**config.mk**
```make
export PLATFORM = sky130hd
export DESIGN_NAME = can_irq_ident
export DESIGN_NICKNAME = d
export VERILOG_FILES = /design/src/rtl/can_irq_pkg.sv /design/src/rtl/can_irq_rst_sync.sv /design/src/rtl/can_irq_stat_src.sv /design/src/rtl/can_irq_prio_enc.sv /design/src/rtl/can_irq_ident.sv
export SDC_FILE = /design/constraint.sdc
export NUM_CORES = 1
export LEC_CHECK = 0
export BUFFER_PORTS_ARGS = -buffer_cell sky130_fd_sc_hd__buf_4
export CAP_MARGIN = 30
export CORE_ASPECT_RATIO = 1.4
export CORE_MARGIN = 2
export CORE_UTILIZATION = 37
export DETAILED_ROUTE_END_ITERATION = 12
export GPL_ROUTABILITY_DRIVEN = 0
export PLACE_DENSITY_LB_ADDON = 0.15
export SKIP_LAST_GASP = 1
export SLEW_MARGIN = 20
export SYNTH_ARGS = -nofsm -noshare
export SYNTH_HDL_FRONTEND = slang
export SYNTH_SLANG_ARGS = --single-unit
```
**constraint.sdc**
```tcl
create_clock -name clk -period 0.8 [get_ports clk]
set_clock_uncertainty 0.05 [all_clocks]
set_input_delay 0.04 -clock clk [delete_from_list [all_inputs] [get_ports clk]]
set_output_delay 0.04 -clock clk [all_outputs]
set_load 0.005 [all_outputs]
```
**src/rtl/can_irq_pkg.sv**
```systemverilog
package can_irq_pkg;
  localparam int unsigned ID_W = 16;
  typedef logic [ID_W-1:0] irq_id_t;
  localparam irq_id_t STATUS_CODE = 16'h8000;
endpackage

```
**src/rtl/can_irq_rst_sync.sv**
```systemverilog
module can_irq_rst_sync (
  input  logic clk,
  input  logic rst_n,
  output logic rst_sync_n
);
  logic [1:0] sync_q;

  always_ff @(posedge clk or negedge rst_n) begin
    if (!rst_n) sync_q <= 2'b00;
    else        sync_q <= {sync_q[0], 1'b1};
  end

  assign rst_sync_n = sync_q[1];
endmodule

```
**src/rtl/can_irq_stat_src.sv**
```systemverilog
module can_irq_stat_src (
  input  logic clk,
  input  logic rst_n,
  input  logic stat_upd,
  input  logic stat_err,
  input  logic err_ie,
  input  logic stat_ie,
  input  logic stat_rd,
  output logic pend_d,
  output logic pend_q
);
  logic arm;
  logic upd_en;

  // Error updates follow err_ie, other updates follow stat_ie.
  always_comb begin
    arm    = stat_upd & (stat_err ? err_ie : stat_ie);
    upd_en = arm | stat_rd;
    // Arming has precedence over a read in the same cycle.
    if (arm)          pend_d = 1'b1;
    else if (stat_rd) pend_d = 1'b0;
    else              pend_d = pend_q;
  end

  always_ff @(posedge clk or negedge rst_n) begin
    if (!rst_n)      pend_q <= 1'b0;
    else if (upd_en) pend_q <= pend_d;
  end
endmodule

```
**src/rtl/can_irq_prio_enc.sv**
```systemverilog
module can_irq_prio_enc #(
  parameter int unsigned NUM_OBJ = 32,
  localparam int unsigned IDX_W = $clog2(NUM_OBJ + 1)
) (
  input  logic [NUM_OBJ-1:0] pend,
  output logic [IDX_W-1:0]   obj_num
);
  logic [NUM_OBJ-1:0] lower_any;
  logic [NUM_OBJ-1:0] win;

  assign lower_any[0] = 1'b0;
  genvar gi;
  generate
    for (gi = 1; gi < NUM_OBJ; gi++) begin : g_chain
      assign lower_any[gi] = lower_any[gi-1] | pend[gi-1];
    end
    for (gi = 0; gi < NUM_OBJ; gi++) begin : g_win
      assign win[gi] = pend[gi] & ~lower_any[gi];
    end
  endgenerate

  // The win vector is one-hot or empty, so OR-merging the numbers is exact.
  always_comb begin
    obj_num = '0;
    for (int i = 0; i < NUM_OBJ; i++) begin
      if (win[i]) obj_num = obj_num | IDX_W'(i + 1);
    end
  end
endmodule

```
**src/rtl/can_irq_ident.sv**
```systemverilog
module can_irq_ident
  import can_irq_pkg::*;
#(
  parameter int unsigned NUM_OBJ = 32,
  localparam int unsigned IDX_W = $clog2(NUM_OBJ + 1)
) (
  input  logic               clk,
  input  logic               rst_n,
  input  logic               stat_upd,
  input  logic               stat_err,
  input  logic               err_ie,
  input  logic               stat_ie,
  input  logic               irq_en,
  input  logic [NUM_OBJ-1:0] msg_pend,
  input  logic               stat_rd,
  output logic [ID_W-1:0]    int_id,
  output logic               irq
);
  logic            rst_sync_n;
  logic            stat_pend_d;
  logic            stat_pend_q;
  logic [IDX_W-1:0] obj_num;
  irq_id_t         id_d;
  irq_id_t         id_q;
  logic            id_en;

  can_irq_rst_sync u_rst (
    .clk        (clk),
    .rst_n      (rst_n),
    .rst_sync_n (rst_sync_n)
  );

  can_irq_stat_src u_stat (
    .clk      (clk),
    .rst_n    (rst_sync_n),
    .stat_upd (stat_upd),
    .stat_err (stat_err),
    .err_ie   (err_ie),
    .stat_ie  (stat_ie),
    .stat_rd  (stat_rd),
    .pend_d   (stat_pend_d),
    .pend_q   (stat_pend_q)
  );

  can_irq_prio_enc #(.NUM_OBJ(NUM_OBJ)) u_enc (
    .pend    (msg_pend),
    .obj_num (obj_num)
  );

  // The identifier tracks its sources every cycle, whatever irq_en is.
  always_comb begin
    id_en = 1'b1;
    if (stat_pend_d) id_d = STATUS_CODE;
    else             id_d = irq_id_t'(obj_num);
  end

  always_ff @(posedge clk or negedge rst_sync_n) begin
    if (!rst_sync_n) id_q <= '0;
    else if (id_en)  id_q <= id_d;
  end

  assign int_id = id_q;
  assign irq    = irq_en & (|id_q);

  logic unused_q;
  assign unused_q = stat_pend_q;
endmodule

```
==> key figures <==
Floorplanning
  • Initial core utilization: 39.3%
  • Die width: 44.6 um
  • Boundary Pins: 57
  • Chip height: 60.9 um
  • Total core area: 2180 um2
  • FP Rows: 20
  • Die ar.: 2720 um2

GRT
  • Initial antenna violation count: 0
  • Grt ovf: 0
  • Number of global-route vias before repair: 1,153
  • GRT Util Overall: 22.1%
  • Largest net degree at the start of global routing: 9
  • First-pass GRT wire length: 4370 um

Worst setup path
  • R2r setup slk: -0.21 ns
  • Crit Reg-Reg Startpoint: u_stat.pend_q
  • Slowest cell on the critical path: dfrtp_1
  • R2R depth: 4
  • Crit-path max FO: 2
  • Setup CP Type: flop to primary output
  • CP cell instances: nor4_2, a21boi_1, buf_4
  • Crit-path max cell delay: 0.40 ns
  • Critical Path End Type: primary output
  • RR Endpoint: int_id[4]
  • Critical path required time: 0.71 ns
  • CP Launch Type: flop
  • CP arrival: 1.19 ns

Routing
  • Vias per std cell: 5.04
  • Routed length on met2: 1850 um
  • Routed vias: 1,129
  • Antenna Nets Post-Route: 0
  • Drt first pass iters: 4
  • Top Layer Used: met4
  • Post-Route M1 WL: 1020 um
  • DR iter-0 viols: 26
  • WL per Instance: 13.5 um
  • DRC viols: 0
  • WL met3: 116 um
  • Final WL: 3020 um

Yosys
  • EDFF count, synth: 0
  • Synthesized area: 855 um2
  • Cells after Synth: 105
  • Synth warn: 0
  • Seq/Total Area, Yosys: 29.3%
  • Yosys reg bits: 10
  • Top_reg_cell synth: dfrtp_1
  • Syn_area_per_cell: 8.14 um2
  • Asr flop ratio synth: 100%
  • Post-synth cell types: 38

Power
  • Power consumption: 1.66 mW
  • NetSw: 460 uW
  • Sequential share of power: 33.5%
  • Sw Ratio: 27.7%
  • Static Leak: 0.867 nW
  • Clk network pwr share: 26.7%
  • Power Internal: 1.20 mW
  • Comb pwr share: 39.9%
  • Peak supply drop: 0.676 mV
  • Pwr per Cell Area: 938 nW/um2

STA
  • RSZ-0062 raised after global routing: true
  • Final period utilization: 160%
  • Hold WS: -0.0161 ns
  • Fin. max-slew vios: 0
  • Final-report hold violation count: 1
  • Final setup violation count: 15
  • Min Tclk post-route: 1.28 ns
  • Fmax: 780 MHz
  • Fin worst setup slack: -0.481 ns

Outcome
  • Failing checks: negative hold slack, negative setup slack
  • Outcome: finished, violations left

Final layout
  • Most common cell after layout, fill and taps aside: buf_4
  • # nets final: 243
  • Layout cell share with drive strength beyond 1: 60.4%
  • Diode count: 0
  • FILL cells: 150
  • Area added between synthesis and finish: 107%
  • Fin util: 81.3%
  • Most frequent cells in the layout: buf_4 (78), buf_6 (14), nor2_1 (13), conb_1 (10), dfrtp_1 (10)

Min path
  • Hold Crit Depth: 3
  • Worst min path class: primary input to flop
  • HP Start: msg_pend[31]
  • WHS Endpoint: int_id[5]

CTS
  • Clk buf depth: 2
  • Clk sinks: 10
  • CTS Root Cell: clkbuf_4
  • Clock Latency Late Sink: 0.26 ns
  • H-tree levels: 1
  • Clock transition at path regs: 0.06 ns
  • CTS buffer count: 3
  • CTS tree: done

Place
  • Port bufs: 47
  • Hpwl dp: 2200 um

Job
  • Max Cap Violations: 0
## timing repair
action                                  CTS  global route
pin swaps                                11             5
resized for setup                        21            11
endpoints found under the setup margin   15            15
buffers inserted                          2             6
hold buffers                              2             0
endpoints found under the hold margin     4             0
## kinds of logic after synthesis
family / after synthesis / share of synthesized area [%]
flops: 10 / 29.3
buf+inv: 18 / 11.9
mux: 1 / 1.32
compound gates: 30 / 22.4
simple gates: 44 / 34.3
other cells: 2 / 0.879
## power groups by stage
stage,combinational (mW),clock (mW),sequential [mW]
6_report,0.662,0.443,0.556
5_1_grt,0.718,0.466,0.560
4_1_cts,0.601,0.454,0.557
3_5_place_dp,0.549,0,0.562
3_3_place_gp,0.534,0,0.560
2_1_floorplan,0.180,0,0.560
## per-layer routing
layer / vias to the layer above / global-route usage, %
met1: 526 / 20.6
met5: - / 0
met2: 37 / 45.8
met3: 4 / 0.893
li1: 562 / -
met4: 0 / 11.7
## metrics by stage
step	setup WS [ns]	area (um2)	setup TNS, ns	cells
3_5_place_dp	-0.600	1510	-3.50	210
3_3_place_gp	-0.544	1510	-3.23	210
2_1_floorplan	-0.371	915	-1.48	113
6_report	-0.481	1770	-3.21	224
4_1_cts	-0.460	1680	-2.37	218
5_1_grt	-0.521	1770	-3.73	224
## sequential cells by signal (all words and copies together) (netlist names)
name and cells:
int_id 7, u_stat.pend_q 1, u_rst.sync_q 2
## final cells by class
type                            count  area (um2)  area share [%]
Inverter                            9        33.8            1.91
Multi-Input combinational cell     85         659            37.2
Tap cell                           22        27.5            1.55
Timing Repair Buffer               94         763            43.1
Clock buffer                        4        36.3            2.05
Sequential cell                    10         250            14.1
## critical path: cells and delay by family (launching register included)
family          cells  cell delay [ns]
flops               1             0.40
simple gates        1             0.29
compound gates      1             0.10
buf+inv             1             0.14
## cells in the mapped netlist (2+ instances only)
library cell  count  area share [%]
nor2_1           13             5.7
a21oi_1          10             5.9
dfrtp_1          10              29
buf_4             9             7.9
inv_1             9             4.0
nor3_1            6             3.5
nand2_1           4             1.8
o21ai_0           4             2.3
a31oi_1           3             2.2
nand3_1           3             1.8
nor4_1            3             2.2
conb_1            2            0.88
nand2b_1          2             1.5
nor3_2            2             2.3
nor4_4            2             5.0
## worst max-delay path by stage
stage / startpoint / endpoint / cells past startpoint
6_report: int_id[15] / irq / 3
3_3_place_gp: msg_pend[7] / int_id[5] / 6
4_1_cts: int_id[15] / irq / 3
5_1_grt: int_id[15] / irq / 3
2_1_floorplan: msg_pend[7] / int_id[5] / 5
3_5_place_dp: msg_pend[7] / int_id[2] / 6
(Power assumes the default switching activity.)
